File: config.mk
export PLATFORM = sky130hd
export DESIGN_NAME = smi_target
export DESIGN_NICKNAME = d
export VERILOG_FILES = /design/src/rtl/smi_pkg.sv /design/src/rtl/smi_sync.sv /design/src/rtl/smi_frame.sv /design/src/rtl/smi_regs.sv /design/src/rtl/smi_target.sv
export SDC_FILE = /design/constraint.sdc
export NUM_CORES = 1
export LEC_CHECK = 0
export ABC_AREA = 1
export ABC_CLOCK_PERIOD_IN_PS = 2100
export BUFFER_PORTS_ARGS = -buffer_cell sky130_fd_sc_hd__buf_4
export CAP_MARGIN = 30
export CORE_ASPECT_RATIO = 1.2
export CORE_UTILIZATION = 60
export DETAILED_ROUTE_END_ITERATION = 16
export PLACE_DENSITY_LB_ADDON = 0.25
export SYNTH_ARGS = -nofsm -noshare
export SYNTH_HDL_FRONTEND = slang
export SYNTH_SLANG_ARGS = --single-unit
File: constraint.sdc
create_clock -name clk -period 2.1 [get_ports clk]
set_input_delay 0.21 -clock clk [delete_from_list [all_inputs] [get_ports clk]]
set_output_delay 0.21 -clock clk [all_outputs]
set_load 0.01 [all_outputs]
File: src/rtl/smi_pkg.sv
package smi_pkg;
   typedef enum logic [2:0] {
      ST_INIT, ST_IDLE, ST_START, ST_HDR, ST_TA, ST_DATA, ST_POST, ST_SKIP
   } smi_state_e;

   localparam int PHY_AW    = 5;
   localparam int REG_AW    = 5;
   localparam int DW        = 16;
   localparam int HDR_BITS  = 2 + PHY_AW + REG_AW;
   localparam int PRE_LEN   = 32;
   localparam int FRAME_LEN = 32;

   localparam logic [1:0] OP_RD = 2'b10;
   localparam logic [1:0] OP_WR = 2'b01;

   localparam logic [REG_AW-1:0] REG_CTRL = 5'h00;
   localparam logic [REG_AW-1:0] REG_STAT = 5'h01;

   localparam int ISO_BIT  = 10;
   localparam int SRST_BIT = 15;
   localparam int PSUP_BIT = 6;
endpackage

File: src/rtl/smi_sync.sv
module smi_sync #(
   parameter int   STAGES  = 2,
   parameter logic RST_VAL = 1'b0
) (
   input  logic clk,
   input  logic rst_n,
   input  logic d,
   output logic q
);
   generate
      if (STAGES == 0) begin : g_bypass
         assign q = d;
      end else begin : g_chain
         logic [STAGES-1:0] r;
         always_ff @(posedge clk) begin
            if (!rst_n) begin
               r <= {STAGES{RST_VAL}};
            end else begin
               r[0] <= d;
               for (int i = 1; i < STAGES; i++) r[i] <= r[i-1];
            end
         end
         assign q = r[STAGES-1];
      end
   endgenerate
endmodule

File: src/rtl/smi_frame.sv
module smi_frame
   import smi_pkg::*;
(
   input  logic              clk,
   input  logic              rst_n,
   input  logic              bit_tick,
   input  logic              bit_in,
   input  logic [PHY_AW-1:0] my_addr,
   input  logic [DW-1:0]     rd_data,
   output logic [REG_AW-1:0] reg_addr,
   output logic              wr_en,
   output logic [DW-1:0]     wr_data,
   output logic              mdio_out,
   output logic              mdio_oe
);
   localparam int CW = $clog2(FRAME_LEN);

   smi_state_e            st;
   logic [CW-1:0]         cnt;
   logic [HDR_BITS-2:0]   hdr;
   logic [HDR_BITS-1:0]   hdr_nxt;
   logic [DW-1:0]         sh;
   logic                  go_rd, go_wr;

   assign hdr_nxt  = {hdr, bit_in};
   assign reg_addr = (st == ST_HDR) ? hdr_nxt[REG_AW-1:0] : hdr[REG_AW-1:0];
   assign wr_data  = sh;

   always_ff @(posedge clk) begin
      if (!rst_n) begin
         st       <= ST_INIT;
         cnt      <= '0;
         hdr      <= '0;
         sh       <= '0;
         go_rd    <= 1'b0;
         go_wr    <= 1'b0;
         wr_en    <= 1'b0;
         mdio_oe  <= 1'b0;
         mdio_out <= 1'b1;
      end else begin
         wr_en <= 1'b0;
         if (bit_tick) begin
            case (st)
               ST_INIT: begin
                  if (!bit_in)                       cnt <= '0;
                  else if (cnt == CW'(PRE_LEN - 1)) begin
                     st  <= ST_IDLE;
                     cnt <= '0;
                  end else                           cnt <= cnt + 1'b1;
               end
               ST_IDLE:  if (!bit_in) st <= ST_START;
               ST_START: begin
                  st  <= bit_in ? ST_HDR : ST_POST;
                  cnt <= '0;
               end
               ST_HDR: begin
                  hdr <= hdr_nxt[HDR_BITS-2:0];
                  if (cnt == CW'(HDR_BITS - 1)) begin
                     st    <= ST_TA;
                     cnt   <= '0;
                     go_rd <= (hdr_nxt[HDR_BITS-1 -: 2] == OP_RD) &&
                              (hdr_nxt[REG_AW +: PHY_AW] == my_addr);
                     go_wr <= (hdr_nxt[HDR_BITS-1 -: 2] == OP_WR) &&
                              (hdr_nxt[REG_AW +: PHY_AW] == my_addr);
                     sh    <= rd_data;
                  end else begin
                     cnt <= cnt + 1'b1;
                  end
               end
               ST_TA: begin
                  if (cnt == '0) begin
                     cnt <= 1'b1;
                     if (go_rd) begin
                        mdio_oe  <= 1'b1;
                        mdio_out <= 1'b0;
                     end
                  end else begin
                     st       <= ST_DATA;
                     cnt      <= '0;
                     mdio_out <= sh[DW-1];
                     sh       <= {sh[DW-2:0], 1'b0};
                  end
               end
               ST_DATA: begin
                  sh       <= {sh[DW-2:0], bit_in};
                  mdio_out <= sh[DW-1];
                  if (cnt == CW'(DW - 1)) begin
                     st       <= ST_POST;
                     mdio_oe  <= 1'b0;
                     mdio_out <= 1'b1;
                     wr_en    <= go_wr;
                  end else begin
                     cnt <= cnt + 1'b1;
                  end
               end
               ST_POST: begin
                  st  <= bit_in ? ST_IDLE : ST_SKIP;
                  cnt <= '0;
               end
               ST_SKIP: begin
                  if (cnt == CW'(FRAME_LEN - 2)) st <= ST_POST;
                  else                            cnt <= cnt + 1'b1;
               end
               default: st <= ST_INIT;
            endcase
         end
      end
   end
endmodule

File: src/rtl/smi_regs.sv
module smi_regs
   import smi_pkg::*;
#(
   parameter logic [DW-1:0]     CTRL_RST   = 16'h3100,
   parameter logic [DW-1:0]     CTRL_WMASK = 16'h7FFF,
   parameter logic [DW-1:0]     STAT_VAL   = 16'h7809,
   parameter logic [REG_AW-1:0] ADDR_REG   = 5'h19
) (
   input  logic              clk,
   input  logic              rst_n,
   input  logic [PHY_AW-1:0] strap_addr,
   input  logic [REG_AW-1:0] reg_addr,
   output logic [DW-1:0]     rd_data,
   input  logic              wr_en,
   input  logic [DW-1:0]     wr_data,
   output logic [PHY_AW-1:0] phy_addr,
   output logic              isolate
);
   localparam logic [DW-1:0] ISO_M  = DW'(1) << ISO_BIT;
   localparam logic [DW-1:0] SRST_M = DW'(1) << SRST_BIT;
   localparam logic [DW-1:0] WMASK  = CTRL_WMASK & ~SRST_M;
   localparam logic [DW-1:0] STAT_R = STAT_VAL | (DW'(1) << PSUP_BIT);

   generate
      if (ADDR_REG == REG_CTRL || ADDR_REG == REG_STAT) begin : g_bad_addr
         $error("ADDR_REG collides with a fixed register");
      end
      if (CTRL_RST[SRST_BIT]) begin : g_bad_rst
         $error("CTRL_RST must leave the soft reset bit clear");
      end
   endgenerate

   function automatic logic [DW-1:0] ctrl_default(input logic [PHY_AW-1:0] a);
      return (CTRL_RST & ~ISO_M) | ((a == '0) ? ISO_M : '0);
   endfunction

   logic [DW-1:0] ctrl;

   always_ff @(posedge clk) begin
      if (!rst_n) begin
         phy_addr <= strap_addr;
         ctrl     <= ctrl_default(strap_addr);
      end else if (wr_en && reg_addr == REG_CTRL) begin
         if (wr_data[SRST_BIT]) ctrl <= ctrl_default(phy_addr);
         else                   ctrl <= (ctrl & ~WMASK) | (wr_data & WMASK);
      end
   end

   always_comb begin
      if (reg_addr == REG_CTRL)      rd_data = ctrl;
      else if (reg_addr == REG_STAT) rd_data = STAT_R;
      else if (reg_addr == ADDR_REG) rd_data = {{(DW-PHY_AW){1'b0}}, phy_addr};
      else                           rd_data = '0;
   end

   assign isolate = ctrl[ISO_BIT];
endmodule

File: src/rtl/smi_target.sv
module smi_target
   import smi_pkg::*;
#(
   parameter int                SYNC_STAGES = 2,
   parameter logic [DW-1:0]     CTRL_RST    = 16'h3100,
   parameter logic [DW-1:0]     CTRL_WMASK  = 16'h7FFF,
   parameter logic [DW-1:0]     STAT_VAL    = 16'h7809,
   parameter logic [REG_AW-1:0] ADDR_REG    = 5'h19
) (
   input  logic              clk,
   input  logic              rst_n,
   input  logic [PHY_AW-1:0] strap_addr,
   input  logic              mdc,
   input  logic              mdio_in,
   output logic              mdio_out,
   output logic              mdio_oe,
   output logic              isolate
);
   logic              mdc_q, mdio_q, mdc_prev, bit_tick;
   logic [REG_AW-1:0] reg_addr;
   logic [DW-1:0]     rd_data, wr_data;
   logic              wr_en;
   logic [PHY_AW-1:0] phy_addr;

   smi_sync #(.STAGES(SYNC_STAGES), .RST_VAL(1'b0)) u_sync_clk (
      .clk(clk), .rst_n(rst_n), .d(mdc), .q(mdc_q));
   smi_sync #(.STAGES(SYNC_STAGES), .RST_VAL(1'b1)) u_sync_dat (
      .clk(clk), .rst_n(rst_n), .d(mdio_in), .q(mdio_q));

   always_ff @(posedge clk) begin
      if (!rst_n) mdc_prev <= 1'b0;
      else        mdc_prev <= mdc_q;
   end
   assign bit_tick = mdc_q & ~mdc_prev;

   smi_frame u_frame (
      .clk(clk), .rst_n(rst_n), .bit_tick(bit_tick), .bit_in(mdio_q),
      .my_addr(phy_addr), .rd_data(rd_data), .reg_addr(reg_addr),
      .wr_en(wr_en), .wr_data(wr_data), .mdio_out(mdio_out), .mdio_oe(mdio_oe));

   smi_regs #(
      .CTRL_RST(CTRL_RST), .CTRL_WMASK(CTRL_WMASK),
      .STAT_VAL(STAT_VAL), .ADDR_REG(ADDR_REG)
   ) u_regs (
      .clk(clk), .rst_n(rst_n), .strap_addr(strap_addr), .reg_addr(reg_addr),
      .rd_data(rd_data), .wr_en(wr_en), .wr_data(wr_data),
      .phy_addr(phy_addr), .isolate(isolate));
endmodule

## Yosys cells after proc, flatten, opt, wreduce, memory -nomap -nowiden

Cells that the tools add are included.

| word-level totals | value |
|---|---|
| bits in registers | 66 |
| bits of input ports | 9 |
| output and inout bits | 3 |
| word-level logic and storage cells | 105 |

| operators by class | value |
|---|---|
| add/sub/neg operators | 1 |
| equality and inequality tests | 29 |
| mux-type cells | 37 |
| bitwise operators | 3 |
| reduce and logical (&&, ||, !) cells | 20 |

Operator list:

| kind | number |
|---|---|
| two-way mux 16 bit | 7 |
| case mux 16 bit (3 select lines) | 1 |
| two-way mux 5 bit | 7 |
| case mux 5 bit (6 select lines) | 1 |
| two-way mux 3 bit | 9 |
| case mux 3 bit (8 select lines) | 1 |
| two-way mux 11 bit | 2 |
| zero test 5 bit | 4 |
| OR 16 x 15 -> 16 bit | 1 |
| equality test 5 bit (second input constant) | 3 |
| equality test 3 bit (second input constant) | 4 |
| inequality test 2 x 1 -> 1 bit (second input constant) | 6 |
| inequality test 2 bit (second input constant) | 6 |
| AND reduction 4 bit | 3 |
| equality test 5 x 4 -> 1 bit (second input constant) | 2 |
| AND reduction 8 bit | 1 |
| two-way mux 1 bit | 7 |
| equality test 3 x 2 -> 1 bit (second input constant) | 2 |
| AND reduction 3 bit | 2 |
| nonzero test 6 bit | 1 |
| adder 5 x 1 -> 5 bit (second input constant) | 1 |
| equality test 5 x 1 -> 1 bit (second input constant) | 1 |
| equality test 5 bit | 1 |
| AND reduction 5 bit | 1 |
| other kinds (13) | 16 |

## Logic depth before layout (Yosys ltp)

Gate-level depths: netlist of run 1.

| depth | value |
|---|---|
| word-level depth | 8 |
| gate-level depth with buffers | 13 |
| gate-level depth less buffers | 13 |

## Hierarchy

A second synthesis of run 1 with hierarchy kept.

| second synthesis, totals | value |
|---|---|
| cell total of the unflattened synthesis | 492 |
| area, all modules | 3783.6 sq um |

By module, submodules not included:

| module | instances | cells an instance | area an instance (sq um) | seq. area each (sq um) |
|---|---|---|---|---|
| smi_frame | 1 | 349 | 2462.4 | 800.8 |
| smi_regs | 1 | 126 | 1173.6 | 600.6 |
| smi_sync | 2 | 6 | 55.1 | 40.0 |
| smi_target | 1 | 5 | 37.5 | 20.0 |

## Worst setup path after synthesis of run 1

Ideal clock, no wire load.

| timing | value |
|---|---|
| path type | register -> register |
| start | register u_frame.st[1] |
| end | register u_regs.ctrl[0] (enable) |
| library setup time | 364 ps |
| arrival time | 1540 ps |
| required time | 1736 ps |
| setup slack | 196 ps |
| cell stages (with the launch flop) | 12 |
| path buffers | 1 |
| period minus slack after synthesis | 1904 ps |
| cells stage by stage | dfxtp_1 -> buf_4 -> nand2_1 -> nor2_4 -> nand2_1 -> nand2_1 -> nand2_1 -> nor2_4 -> nand2_2 -> inv_4 -> nand2_4 -> nand2_1 |

| between the ends | value |
|---|---|
| cells in the longest elaborated chain, start to end | 5 |

RTL lines:

| element | line | RTL |
|---|---|---|
| start: declaration | smi_frame.sv:18 | `smi_state_e st;` |
| start signal: assignment | smi_frame.sv:53 | `st <= bit_in ? ST_HDR : ST_POST;` |
| start signal: assignment | smi_frame.sv:97 | `st <= bit_in ? ST_IDLE : ST_SKIP;` |
| equality test 3 x 2 -> 1 bit | smi_frame.sv:26 | `assign reg_addr = (st == ST_HDR) ? hdr_nxt[REG_AW-1:0] : hdr[REG_AW-1:0];` |
| two-way mux 5 bit | smi_frame.sv:26 |  |
| zero test 5 bit | smi_regs.sv:43 | `end else if (wr_en && reg_addr == REG_CTRL) begin` |
| logical AND 1 bit | smi_regs.sv:43 |  |
| inequality test 2 x 1 -> 1 bit (no source line) | -- |  |
| end signal: assignment | smi_regs.sv:42 | `ctrl <= ctrl_default(strap_addr);` |
| end signal: assignment | smi_regs.sv:44 | `if (wr_data[SRST_BIT]) ctrl <= ctrl_default(phy_addr);` |
| end signal: assignment | smi_regs.sv:45 | `else ctrl <= (ctrl & ~WMASK) \| (wr_data & WMASK);` |
| end: declaration | smi_regs.sv:37 | `logic [DW-1:0] ctrl;` |

Every way passes these cells.
A chain may end at the register's enable or synchronous reset.

## Worst setup path after layout of run 1

| timing | value |
|---|---|
| start | register u_frame.cnt[0] |
| end | register u_frame.cnt[1] |

| between the ends | value |
|---|---|
| cells in the longest elaborated chain, start to end | 4 |
| elaborated cells on any way between the ends | 14 |
| classes of those cells | 1 x add/sub; 6 x eq/ne; 6 x mux; 1 x reduce/logical |

RTL lines:

| element | line | RTL |
|---|---|---|
| start: declaration | smi_frame.sv:19 | `logic [CW-1:0] cnt;` |
| start signal: assignment | smi_frame.sv:49 | `end else cnt <= cnt + 1'b1;` |
| start signal: assignment | smi_frame.sv:67 | `cnt <= cnt + 1'b1;` |
| start signal: assignment | smi_frame.sv:93 | `cnt <= cnt + 1'b1;` |
| adder 5 x 1 -> 5 bit or equality test 5 bit (tied branches) | -- |  |
| two-way mux 5 bit | smi_frame.sv:46 | `else if (cnt == CW'(PRE_LEN - 1)) begin` |
| two-way mux 5 bit | smi_frame.sv:45 | `if (!bit_in) cnt <= '0;` |
| case mux 5 bit (6 select lines) | smi_frame.sv:43 | `case (st)` |

Several ways; a longest one is shown, not always the timed one. The select of a mux whose other input is x is not followed.

==> results by stage, run 1 <==
Outcome:
- The run finished with clean final reports.

Logic synthesis:
- Each instance of the synthesized netlist takes up on average 7.80 sq um.
- The largest area contributor in the netlist is sky130_fd_sc_hd__dfxtp_1.
- The unique cell type count in the Yosys netlist is 40.
- Among all flip-flop cells after synthesis, the most frequent one is sky130_fd_sc_hd__dfxtp_1.
- By count the netlist is led by 80 x sky130_fd_sc_hd__nand2_1, 48 x sky130_fd_sc_hd__dfxtp_1, 47 x sky130_fd_sc_hd__a21oi_1.
- During synthesis, Yosys emitted a total of 0 warnings.
- The proportion of synthesized flip-flops having asynchronous set or reset is 0.
- The count of mapped cells out of synthesis is roughly 420.
- sky130_fd_sc_hd__nand2_1 is the most common cell in the netlist.
- The flop and latch count out of synthesis is 66.
- The share of synthesized area in the top cell type comes to 0.295.
- Counting flops with a built-in enable in the synthesized netlist gives 18.
- Ranked by total cell area, the synthesized netlist is headed by sky130_fd_sc_hd__dfxtp_1 29%, sky130_fd_sc_hd__edfxtp_1 17%, sky130_fd_sc_hd__nand2_1 9.2%.
- The cell area that synthesis handed to floorplanning was about 0.0033 sq mm.
- The net count of the mapped netlist is approximately 430.
- The sequential share of the synthesized area is 0.460.

Drt:
- The first detailed-routing pass ran for 5 iterations.
- The number of design-rule violations left by the first detailed-router iteration is around 250.
- The total via count after detailed routing is roughly 2800.
- The vias per cell is approximately 5.6.
- In the final routed layout, each cell accounts on average for approximately 14 um.
- The total wire length is ~7 mm.
- The remaining antenna violation count after routing is 0.
- The detailed-route DRC error count is 0.

Cells and area:
- The repair_antennas step left the layout with diodes totalling 0.
- The net total in the final layout is 449.
- The final-layout fill cell count is 412.
- Compared with the post-synthesis result, the final layout area differs by 12.5%.
- The design area is between 0.003 and 0.004 sq mm.
- Of the cells placed in the final design, the portion with a size suffix greater than 1 is 0.161.

Die:
- The initial utilization of the core area, before any placement, comes to 0.620.
- The count of pins on the block boundary is 12.
- The floorplan row count is 29.
- The floorplan step defined a die boundary enclosing approximately 0.0057 sq mm.
- The floorplan die height is about 83 um.
- The core area is around 0.0053 sq mm.
- The overall die width is between 60 and 70 um.

Hold path:
- The path class of the lowest-slack min-delay path is in -> reg.

Pwr:
- The switching power of the nets is around 590 uW.
- Total power for the finished layout comes to 2.70 mW.
- The combinational cell fraction of total power is 0.037.
- In this run the static leakage power is 1.52 nW.
- Across the VDD grid, the largest voltage drop is 0.868 mV.
- The power density of the placed cells is between 700 and 800 mW/mm^2.
- Cell internal power was estimated by the tool at 2.11 mW.
- Of the total power, registers draw 0.499.
- Of the total power, the share spent switching nets is 0.217.
- The clock share of power is 0.464.

Critical path:
- Data on the critical path arrives at its endpoint at around 2.2 ns.
- The worst setup path is of the reg -> reg kind.
- The critical path buffer and inverter count is 3.
- The largest single stage delay on the critical path is around 0.32 ns.
- Grouping stages by cell kind, the critical path spends the most delay in simple AND/OR/NAND/NOR gates.
- Walking the worst path, the cells encountered are ha_2 > nand2_1 > nor2_1 > ha_1 > inv_1 > nor2_1 > inv_1 > nand3_1 > nor2_2 > inv_1 > o21ai_0 > nor2_1.
- STA puts the critical path data required time at ~2.3 ns.
- In this run the worst path has a maximum fanout of 7.
- STA classifies the critical path endpoint as a flop.
- STA classifies the critical path startpoint as a flop.
- For this design, the slowest cell found on the critical path is sky130_fd_sc_hd__dfxtp_1.

Clock tree:
- The tree is rooted in a sky130_fd_sc_hd__clkbuf_8.
- The clock sink total is 66.
- The insertion delay of the later-clocked pin in the worst-skew pair is between 0.3 and 0.4 ns.
- The clock passes through at most 2 buffers.
- In this run, CTS created clock tree buffers numbering 9.
- The number of levels in the clock H-tree is 3.
- TritonCTS built the clock tree.
- The clock-pin slew on the worst setup and hold paths is roughly 0.070 ns.
- After clock tree synthesis, the flow added hold-fix buffers numbering 0.

STA:
- The transition time at the pin with the least slew margin is approximately 0.4 ns.
- The final hold violation count came to 0.
- The number of max-slew violations in the final report is 0.
- Setup violations remaining at the end of the flow were counted as 0.
- Setup repair after global routing left no endpoint under its margin.
- The worst max-slew margin expressed relative to the limit is 0.735.
- Based on the critical path, the design can be clocked at up to a little over 500 MHz.
- The final worst-path cycle share is 0.935.
- The setup clock skew after layout is between 0.008 and 0.009 ns.
- After layout, the minimum clock period comes to ~2 ns.

GRT:
- The global router's overall resource usage is 0.262.
- The maximum number of pins on one net before global-route repair is 39.
- The initial antenna violation count is 0.
- The leftover overflow at the end of global routing is 0.
- The first global-routing pass estimated approximately 12 mm of wire.
- The number of global-route vias before repair is roughly 2600.

Place:
- The quantity of I/O buffers inserted on ports is 11.
- The final weighted congestion in routability-driven placement is between 0.8 and 0.9.
- After legalization and detailed placement, the total HPWL measured about 5 mm.
- The cell area reported after detailed placement is roughly 0.0034 sq mm.

Flow run:
- Max-cap violations in this run came to 0.
==> what timing repair did <==
action                     CTS  global route
pin swaps                    0             1
buffers inserted             0             0
setup endpoints to repair    1            22
resized for setup            1             5
==> layout make-up <==
cell class / instances / area, sq um / share of cell area
Clock buffer: 11 / 153 / 0.0416
Clock inverter: 5 / 85.1 / 0.0232
Inverter: 46 / 175 / 0.0477
Multi-Input combinational cell: 289 / 1500 / 0.409
Sequential cell: 66 / 1500 / 0.410
Tap cell: 62 / 77.6 / 0.0211
Timing Repair Buffer: 23 / 173 / 0.0471
==> layer usage <==
metal	wire (um)	GRT usage	up-vias
met3	348	0.0821	26
met1	3050	0.301	1289
met2	3410	0.451	86
met4	241	0.118	0
met5	0	0	-
li1	-	-	1427
==> power groups by stage <==
stage                     clock, mW  combinational (mW)  sequential [mW]
after floorplan                   0              0.0641             1.37
after global placement            0              0.0969             1.37
after detailed placement          0              0.0993             1.38
after CTS                      1.26               0.100             1.35
after global routing           1.32               0.112             1.35
final                          1.25               0.100             1.35
==> worst paths after layout <==
path / startpoint / end / slack [ns] / cells after the start
worst max register to register: u_frame.cnt[0] / u_frame.cnt[1] / 0.14 / 12
worst min register to register: u_sync_dat.g_chain.r[0] / u_sync_dat.g_chain.r[1] / 0.42 / 1
worst min-delay path: mdc / u_sync_clk.g_chain.r[0] / 0.03 / 3
worst max-delay path: u_frame.cnt[0] / u_frame.cnt[1] / 0.14 / 12
==> worst register-to-register path: stages (launching register included) <==
cell and delay (ns):
sky130_fd_sc_hd__dfxtp_1 0.32, sky130_fd_sc_hd__ha_2 0.20, sky130_fd_sc_hd__nand2_1 0.09, sky130_fd_sc_hd__nor2_1 0.07, sky130_fd_sc_hd__ha_1 0.21, sky130_fd_sc_hd__inv_1 0.07, sky130_fd_sc_hd__nor2_1 0.06, sky130_fd_sc_hd__inv_1 0.10
sky130_fd_sc_hd__nand3_1 0.12, sky130_fd_sc_hd__nor2_2 0.27, sky130_fd_sc_hd__inv_1 0.14, sky130_fd_sc_hd__o21ai_0 0.16, sky130_fd_sc_hd__nor2_1 0.05
==> layout by cell type (no fill, tap or decap), drive strengths merged <==
master | synthesis | routed
a21oi | 48 | 48
a31oi | 1 | 1
buf | 10 | 23
bufinv | 0 | 2
clkbuf | 7 | 11
clkinv | 1 | 3
clkinvlp | 0 | 1
dfxtp | 48 | 48
edfxtp | 18 | 18
ha | 5 | 5
inv | 45 | 45
nand2 | 83 | 83
nand3 | 36 | 36
nand3b | 1 | 1
nand4 | 3 | 3
nor2 | 36 | 36
nor3 | 8 | 8
nor3b | 5 | 5
nor4 | 1 | 1
o211ai | 1 | 1
o21ai | 45 | 45
o21bai | 1 | 1
o22ai | 2 | 2
o311ai | 1 | 1
o31ai | 1 | 1
or2 | 5 | 5
or4 | 1 | 1
xor2 | 5 | 5
==> cell families after synthesis <==
kind of cell               after synthesis  share of synthesized area
buffers and inverters                   63                     0.0836
AOI/OAI and AO/OA                      100                      0.163
and+or+nand+nor                        179                      0.261
xor gates and xnor gates                 5                     0.0134
adders and majority gates                5                     0.0192
DFF                                     66                      0.460
==> registers in the layout (all words and copies together) (netlist names), 2 cells and up <==
signal	count
u_sync_dat.g_chain.r	2
u_regs.ctrl	16
u_frame.st	3
u_frame.wr_data	16
u_frame.hdr	11
u_frame.cnt	5
u_regs.phy_addr	5
u_sync_clk.g_chain.r	2
==> per-stage QoR <==
stage	TNS (ns)	instances	setup slack, ns	hold WS, ns	utilization
final	0	502	0.137	0.0326	0.698
after global routing	0	502	0.00665	0.0219	0.698
after CTS	0	502	0.0930	0.0294	0.695
after detailed placement	-0.0138	486	-0.0138	0.396	0.649
after global placement	0	486	0.0561	0.395	0.649
after floorplan	0	418	0.196	0.308	-
Power figures use the tool's default switching activity.
==> run 2, diff against run 1 <==
--- a/config.mk
+++ b/config.mk
@@ -9,8 +9,10 @@
 export ABC_CLOCK_PERIOD_IN_PS = 2100
 export BUFFER_PORTS_ARGS = -buffer_cell sky130_fd_sc_hd__buf_4
 export CAP_MARGIN = 30
+export CELL_PAD_IN_SITES_DETAIL_PLACEMENT = 0
+export CELL_PAD_IN_SITES_GLOBAL_PLACEMENT = 1
 export CORE_ASPECT_RATIO = 1.2
-export CORE_UTILIZATION = 60
+export CORE_UTILIZATION = 46
 export DETAILED_ROUTE_END_ITERATION = 16
 export PLACE_DENSITY_LB_ADDON = 0.25
 export SYNTH_ARGS = -nofsm -noshare
==> run 2 against run 1 <==
  * Utilization down 16 points
  * Cell area rose by 0.17%
  * First-iteration DRC count is 60% lower
  * Sequential share of layout area is 0.10 points lower
  * Maximum frequency rose by 3.1%
  * Routed wire length is 7.7% higher
  * Hold slack gained 0.0049 ns
  * Critical path depth down 3
  * Critical path type unchanged
  * Highest routed layer unchanged
==> results by stage, run 2 (same netlist as run 1, synthesis figures left out) <==
Drt:
- The total via count after detailed routing is 2800.
- For this run, design rule violations remaining after detail routing come to 0.
- The vias per cell is approximately 5.3.
- The routed metal-1 wire length is 3.37 mm.
- The total wire length is around 7.6 mm.
- The remaining antenna violation count after routing is 0.
- The top layer used by detailed routing is met4.
- The detailed-router iteration count before antenna repair is 4.
- The average detailed-routed wire length per instance is ~14 um.
- The met2 layer wire length in the routed design is roughly 3.8 mm.
- The number of design-rule violations left by the first detailed-router iteration is 100.
- Detailed routing placed a total of roughly 220 um of wire on met3.

Cells and area:
- In the final layout, the share of cells above drive strength 1 is 0.167.
- After filler insertion, the fill cell instance count of the layout stands at around 700.
- In the final layout, the multi-input gates occupy between 0.001 and 0.0015 sq mm.
- Compared with the post-synthesis result, the final layout area differs by 12.7%.
- Summing all flip-flop and latch instances after layout gives about 0.0015 sq mm.
- The net total in the final layout is ~450.
- The library cell used most frequently in the layout, excluding fill and tap cells, is sky130_fd_sc_hd__nand2_1.
- The antenna cell count is 0.
- In the layout the commonest cells are 79 x sky130_fd_sc_hd__nand2_1, 47 x sky130_fd_sc_hd__a21oi_1, 47 x sky130_fd_sc_hd__dfxtp_1.
- With fillers left out, the area of the finished cells amounts to 0.00368 sq mm.

Die:
- The starting density of the core is 0.476.
- The initialized floorplan defines 33 standard-cell rows.
- The count of pins on the block boundary is 12.
- The die is around 80 um wide.
- The floorplan die height is 94.2 um.
- The area of the die is around 0.0074 sq mm.
- The core region is a little under 0.007 sq mm.

Hold path:
- The path class of the lowest-slack min-delay path is in -> reg.

Clock tree:
- After clock tree synthesis, the clock-pin slew on the worst setup and hold paths is 0.08 ns.
- The clock net in this run drives a total of between 60 and 70 sinks.
- The number of clock buffers inserted by TritonCTS is 9.
- The clock passes through at most 2 buffers.
- The clock reaches the later pin of the worst-skew pair after ~0.35 ns.
- The CTS tree is built.
- The number of levels in the clock H-tree is 3.
- Once the clock tree was built, the setup fixing pass inserted 0 buffers.
- In this run the clock root is driven by a sky130_fd_sc_hd__clkbuf_8.

STA:
- The setup clock skew after layout is approximately 0.007 ns.
- For this run, the top clock speed supported by timing is ~530 MHz.
- The worst max-slew margin expressed relative to the limit is 0.738.
- The final hold violation count is 0.
- Dividing the final minimum period by the clock period gives 0.907.
- At the pin with the least slew margin, the transition time is about 0.39 ns.
- The total negative slack is 0 ns.
- The clock period minus final worst setup slack is 1.90 ns.
- Setup violations remaining at the end of the flow were counted as 0.
- Setup repair after global routing left no endpoint under its margin.
- The number of max-slew violations in the final report is 0.

Critical path:
- The biggest cell delay along the critical path is between 0.3 and 0.4 ns.
- The type of element launching the critical path is a flop.
- The family with the most delay on the worst path is simple AND/OR/NAND/NOR gates.
- Walking the worst path, the cells encountered are inv_1 > ha_1 > nand3_1 > nor2_2 > nor2_1 > o21ai_2 > inv_2 > o21ai_0 > a21oi_1.
- The worst setup path is of the reg -> reg kind.
- At the worst endpoint, the required time is ~2.4 ns.
- The slowest stage cell on the critical path is sky130_fd_sc_hd__dfxtp_1.
- For the worst setup path, the data arrival time is roughly 2.2 ns.
- The number of buffers and inverters on the critical path is 2.
- The critical path endpoint category is a flop.
- The highest net fanout along the worst path is 18.

Pwr:
- The power density of the placed cells is 694 mW/mm^2.
- Of the total power, the clock network draws 0.432.
- The internal power is slightly below 2 mW.
- The combinational cell fraction of total power is 0.041.
- The static leakage is 1.52 nW.
- The largest vdd supply drop is 0.471 mV.
- Of the total power, registers draw 0.527.
- The net switching share of the total power is 0.236.
- For this design the total switching power over the nets is roughly 600 uW.

Place:
- The detailed placer's ending HPWL is about 5.4 mm.
- The final weighted congestion in routability-driven placement is between 0.8 and 0.9.
- Once placement finished, the instance area stood at between 0.003 and 0.004 sq mm.
- The quantity of I/O buffers inserted on ports is 11.

GRT:
- The initial antenna violation count is 0.
- The number of global-route vias before repair is 2729.
- The maximum number of pins on one net before global-route repair is 39.
- The first global-routing pass estimated 12.7 mm of wire.
- The leftover overflow at the end of global routing is 0.
- The global router's overall resource usage is 0.226.

Flow run:
- Across the run, the number of max-cap violations was 0.

Outcome:
- The run finished with clean final reports.
run 2: path summary, 6_finish.rpt:
check,from,endpoint,slack (ns),cells after the start
max,u_frame.cnt[0],u_frame.wr_data[7],0.20,9
min,mdc,u_sync_clk.g_chain.r[0],0.04,3
max reg2reg,u_frame.cnt[0],u_frame.wr_data[7],0.20,9
min reg2reg,u_sync_clk.g_chain.r[0],u_sync_clk.g_chain.r[1],0.42,2
run 2: metrics by stage:
| stage | setup slack [ns] | util | cells | hold slack, ns | power, mW |
|---|---|---|---|---|---|
| finish | 0.196 | 0.536 | 529 | 0.0376 | 2.55 |
| CTS | 0.0730 | 0.535 | 529 | 0.0216 | 2.58 |
| detailed placement | 0.0901 | 0.505 | 513 | 0.396 | 1.48 |
| global placement | 0.156 | 0.505 | 513 | 0.394 | 1.48 |
| floorplan | 0.196 | - | 418 | 0.308 | 1.43 |
| global route | 0.0278 | 0.536 | 529 | 0.0188 | 2.64 |
run 2: worst register-to-register path: stages (launching register included):
cell,delay (ns)
sky130_fd_sc_hd__dfxtp_1,0.36
sky130_fd_sc_hd__inv_1,0.10
sky130_fd_sc_hd__ha_1,0.22
sky130_fd_sc_hd__nand3_1,0.16
sky130_fd_sc_hd__nor2_2,0.09
sky130_fd_sc_hd__nor2_1,0.25
sky130_fd_sc_hd__o21ai_2,0.12
sky130_fd_sc_hd__inv_2,0.25
sky130_fd_sc_hd__o21ai_0,0.12
sky130_fd_sc_hd__a21oi_1,0.16
run 2: final cells by class:
cell class                      instances  share of cell area
Sequential cell                        66               0.409
Tap cell                               87              0.0296
Clock buffer                           10              0.0374
Multi-Input combinational cell        289               0.407
Clock inverter                          6              0.0180
Inverter                               46              0.0477
Timing Repair Buffer                   25              0.0511
run 2: per-layer routing:
metal  track usage  vias to the layer above
met3        0.0398                       15
li1              -                     1427
met1         0.268                     1309
met5             0                        -
met2         0.390                       49
met4         0.114                        0
run 2: power by group through the flow:
stage	clock, mW	combinational (mW)	sequential [mW]
floorplan	0	0.0641	1.37
global placement	0	0.103	1.37
detailed placement	0	0.104	1.38
CTS	1.13	0.104	1.35
global route	1.18	0.116	1.35
finish	1.10	0.104	1.35
run 2: repair_timing:
item,in CTS,in global routing
endpoints found under the hold margin,0,0
endpoints found under the setup margin,0,7
hold buffers,0,0
gates resized for setup,0,5
==> run 3, diff against run 2 <==
--- a/config.mk
+++ b/config.mk
@@ -5,14 +5,13 @@
 export SDC_FILE = /design/constraint.sdc
 export NUM_CORES = 1
 export LEC_CHECK = 0
-export ABC_AREA = 1
 export ABC_CLOCK_PERIOD_IN_PS = 2100
 export BUFFER_PORTS_ARGS = -buffer_cell sky130_fd_sc_hd__buf_4
 export CAP_MARGIN = 30
 export CELL_PAD_IN_SITES_DETAIL_PLACEMENT = 0
 export CELL_PAD_IN_SITES_GLOBAL_PLACEMENT = 1
 export CORE_ASPECT_RATIO = 1.2
-export CORE_UTILIZATION = 46
+export CORE_UTILIZATION = 48
 export DETAILED_ROUTE_END_ITERATION = 16
 export PLACE_DENSITY_LB_ADDON = 0.25
 export SYNTH_ARGS = -nofsm -noshare
==> run 3 against run 2 <==
  * Sequential share of layout area is 1.2 points lower
  * Sequential cell count stayed put
  * Setup slack worse by 0.076 ns
  * Die area is 5.8% lower
  * Synthesized cell count is 21% lower
  * Power is 3.9% higher
  * Count of clock-buffer cells in the layout stayed put
  * Synthesized area is 1.8% lower
  * Global-route usage is 1.0 points higher
  * Sequential power hardly changed
  * Routed wire length is 1.5% higher
  * Register-to-register slack worse by 0.08 ns
  * Critical endpoint is now u_regs.ctrl[14]
  * Largest cell class is now multi-input gates
==> results by stage, run 3 <==
Outcome:
- The run finished with clean final reports.

GRT:
- For met3 alone, demand over resource in global routing was 0.0402.
- The leftover overflow at the end of global routing is 0.
- The global routing stage identified its most utilized layer as met2.
- The global router's overall resource usage is 0.236.
- The met1 track utilization from global routing is 0.294.
- The initial antenna violation count is 0.
- The number of global-route vias before repair is ~2500.
- Entering global routing, the biggest net connects 31 pins.
- For met2 alone, demand over resource in global routing was 0.387.
- The first global-routing pass estimated about 13 mm of wire.

Critical path:
- The slowest stage of the critical path is the sky130_fd_sc_hd__or3_4 cell.
- STA puts the critical path data arrival time at roughly 2.0 ns.
- In this design, the stage delay of the slowest critical-path cell is between 0.4 and 0.5 ns.
- The register-to-register setup slack is between 0.1 and 0.15 ns.
- STA classifies the critical path endpoint as a flop.
- Of all nets on the critical path, the largest fanout is 13.
- The critical path buffer and inverter count is 1.
- The critical path goes through or3_4 > a2111oi_4 > buf_4 > nand2_1 > nand2_2.
- The worst setup path is of the reg -> reg kind.
- The kind of cell with the highest combined delay along the critical path is simple AND/OR/NAND/NOR gates.
- The type of element launching the critical path is a flop.
- The critical path required time is 2.13 ns.

Pwr:
- The share of total power dissipated in sequential elements is 0.507.
- The static leakage is roughly 1.4 nW.
- Power spread over the standard cell area amounts to roughly 700 mW/mm^2.
- VDD sags by at most ~0.38 mV.
- The internal power of the cells totals about 2.1 mW.
- Of the total power, the share spent switching nets is 0.220.
- Of the total power, the clock network draws 0.458.
- Of the total power, combinational logic draws 0.035.
- In this run the power spent charging and discharging nets is roughly 580 uW.

Clock tree:
- The insertion delay of the later-clocked pin in the worst-skew pair is between 0.3 and 0.4 ns.
- TritonCTS built the clock tree.
- The clock-pin slew on the worst setup and hold paths is approximately 0.08 ns.
- The master cell of the clock root buffer is sky130_fd_sc_hd__clkbuf_8.
- The number of levels in the clock H-tree is 3.
- The hold-fix buffer count after cts is 0.
- In this run, CTS created clock tree buffers numbering 9.
- The number of buffers between clock root and the deepest sink is 2.
- The tree built by TritonCTS fans out to 66 sinks.

Cells and area:
- From synthesis to final layout, the design area changed by 18.1%.
- The leading cell type in the layout, fill and taps excluded is sky130_fd_sc_hd__dfxtp_1.
- Leaving out fill and tap cells, the most frequent cells in the layout are 47 x sky130_fd_sc_hd__dfxtp_1, 39 x sky130_fd_sc_hd__buf_4, 31 x sky130_fd_sc_hd__nor2_1.
- The antenna cell count is 0.
- Counting the fill cells in the layout gives 569.
- Of the cells placed in the final design, the portion with a size suffix greater than 1 is 0.200.
- The net total in the final layout is between 300 and 400.

Logic synthesis:
- Yosys attributes the largest share of cell area to sky130_fd_sc_hd__dfxtp_1 30%, sky130_fd_sc_hd__edfxtp_1 17%, sky130_fd_sc_hd__mux2i_1 3.8%.
- The unique cell type count in the Yosys netlist is 57.
- The flop and latch count out of synthesis is 66.
- After synthesis, the most frequently instantiated cells are 48 x sky130_fd_sc_hd__dfxtp_1, 31 x sky130_fd_sc_hd__nor2_1, 22 x sky130_fd_sc_hd__a21oi_1.
- After synthesis, the share of flip-flops with an asynchronous set or reset is 0.
- The mapped cell area is between 0.003 and 0.004 sq mm.
- The number of nets in the synthesized netlist is approximately 350.
- For this run, the number of Yosys warnings is 0.
- Each instance of the synthesized netlist takes up on average a little under 10 sq um.
- The sequential share of the synthesized area is 0.469.
- The top-area cell type share of the netlist area is 0.300.
- The number of flops mapped to enable cells by yosys is 18.
- The largest area contributor in the netlist is sky130_fd_sc_hd__dfxtp_1.
- The most repeated cell in the gate-level netlist after synthesis is sky130_fd_sc_hd__dfxtp_1.
- After technology mapping, the gate count stands at 332.
- The flip-flop cell with the highest count after synthesis is sky130_fd_sc_hd__dfxtp_1.

Drt:
- The total via count after detailed routing is ~2600.
- In the final routed layout, each cell accounts on average for around 17 um.
- The remaining antenna violation count after routing is 0.
- For this run, the detailed router's first-pass iteration total came to 4.
- For this run, design rule violations remaining after detail routing come to 0.
- For this block, the routed nets add up to roughly 7.7 mm of wire.
- The vias per cell is around 5.8.
- The detailed router finished its first iteration with approximately 150 violations.

STA:
- The final hold violation count is 0.
- The number of max-slew violations in the final report is 0.
- After routing, the total negative slack on setup checks comes to 0 ns.
- The routed design could run at a clock period as short as 1.98 ns.
- The transition time at the pin with the least slew margin is between 0.5 and 0.6 ns.
- The maximum clock frequency is 505 MHz.
- Between clock sinks in the finished design, the worst skew comes to slightly below 0.009 ns.
- Setup repair after global routing left no endpoint under its margin.
- The final worst-path cycle share is 0.943.
- The post-layout worst setup margin is 0.120 ns.
- In this run the tightest slew margin relative to its limit is 0.664.
- The number of setup violations in the final report is 0.

Die:
- The overall die width is about 77 um.
- The initial utilization of the core area, before any placement, comes to 0.497.
- The floorplan row count is 32.
- The floorplan step set the die height to 91.5 um.
- The count of pins on the block boundary is 12.
- The die covers 0.00701 sq mm.
- The core area is between 0.006 and 0.007 sq mm.

Place:
- At the end of routability-driven placement, the weighted congestion stood at between 0.8 and 0.9.
- The wire-length estimate of the detail-placed layout is approximately 5.2 mm.
- OpenSTA, run right after detailed placement, puts the worst setup slack at -0.0355 ns.
- Port buffering added 11 buffers.

Flow run:
- Across the run, the number of max-cap violations was 0.

Hold path:
- The path class of the lowest-slack min-delay path is in -> reg.
[run 3: cell types whose count changed in the layout (fill, tap and decap cells not counted), sizes merged, moves of 6 or more]
cell | before | now
nand3 | 36 | 6
a221oi | 0 | 10
buf | 25 | 39
inv | 45 | 12
o21ai | 45 | 20
a21o | 0 | 6
nor2b | 0 | 8
a21oi | 48 | 22
mux2i | 0 | 12
nand2 | 83 | 9
and2 | 0 | 19
a22o | 0 | 6
[run 3: final timing paths]
check,from,to,depth (start not counted)
worst min register to register,u_sync_dat.g_chain.r[0],u_sync_dat.g_chain.r[1],1
worst max-delay path,u_frame.hdr[2],u_regs.ctrl[14],5
worst min-delay path,strap_addr[4],u_regs.phy_addr[4],1
worst max register to register,u_frame.hdr[2],u_regs.ctrl[14],5
[run 3: cells by family after synthesis]
family | after synthesis | synth area share
and+or+nand+nor | 109 | 0.189
AOI/OAI and AO/OA | 101 | 0.228
DFF | 66 | 0.469
buffers and inverters | 34 | 0.0434
muxes | 12 | 0.0375
xor gates and xnor gates | 5 | 0.0137
adders and majority gates | 5 | 0.0195
[run 3: power by group through the flow]
stage / clock network, mW / registers [mW] / logic [mW]
after floorplan: 0 / 1.37 / 0.0562
after global placement: 0 / 1.37 / 0.0900
after detailed placement: 0 / 1.37 / 0.0909
after CTS: 1.23 / 1.34 / 0.0920
after global routing: 1.30 / 1.35 / 0.103
final: 1.21 / 1.35 / 0.0932
[run 3: stage by stage]
stage                     cells  instance area, sq um  power, mW  utilization  hold slack [ns]
final                       450                  3780       2.65        0.587           0.0355
after global routing        450                  3780       2.75        0.587           0.0178
after CTS                   449                  3740       2.67        0.580           0.0242
after detailed placement    433                  3500       1.46        0.543            0.397
after global placement      433                  3500       1.46        0.543            0.395
after floorplan             332                  3210       1.42            -            0.309
[run 3: repair_timing]
| item | 4_1_cts | 5_1_grt |
|---|---|---|
| gates cloned | 0 | 0 |
| resized for setup | 1 | 11 |
| buffers inserted | 0 | 1 |
| setup endpoints to repair | 3 | 48 |
| pin swaps | 0 | 2 |
[run 3: layout make-up]
type                    instances  area (sq um)  area share
repair buffers                 39           293      0.0774
clock buffers                  10           138      0.0364
multi-input cells             232          1610       0.425
well taps                      85           106      0.0281
clock inverters                 6          90.1      0.0238
flip-flops and latches         66          1500       0.397
inverters                      12          45.0      0.0119
[run 3: layer usage]
layer	up-vias	wire length, um
li1	1301	-
met1	1239	3500
met2	48	3750
met3	16	243
met4	0	210
met5	-	0
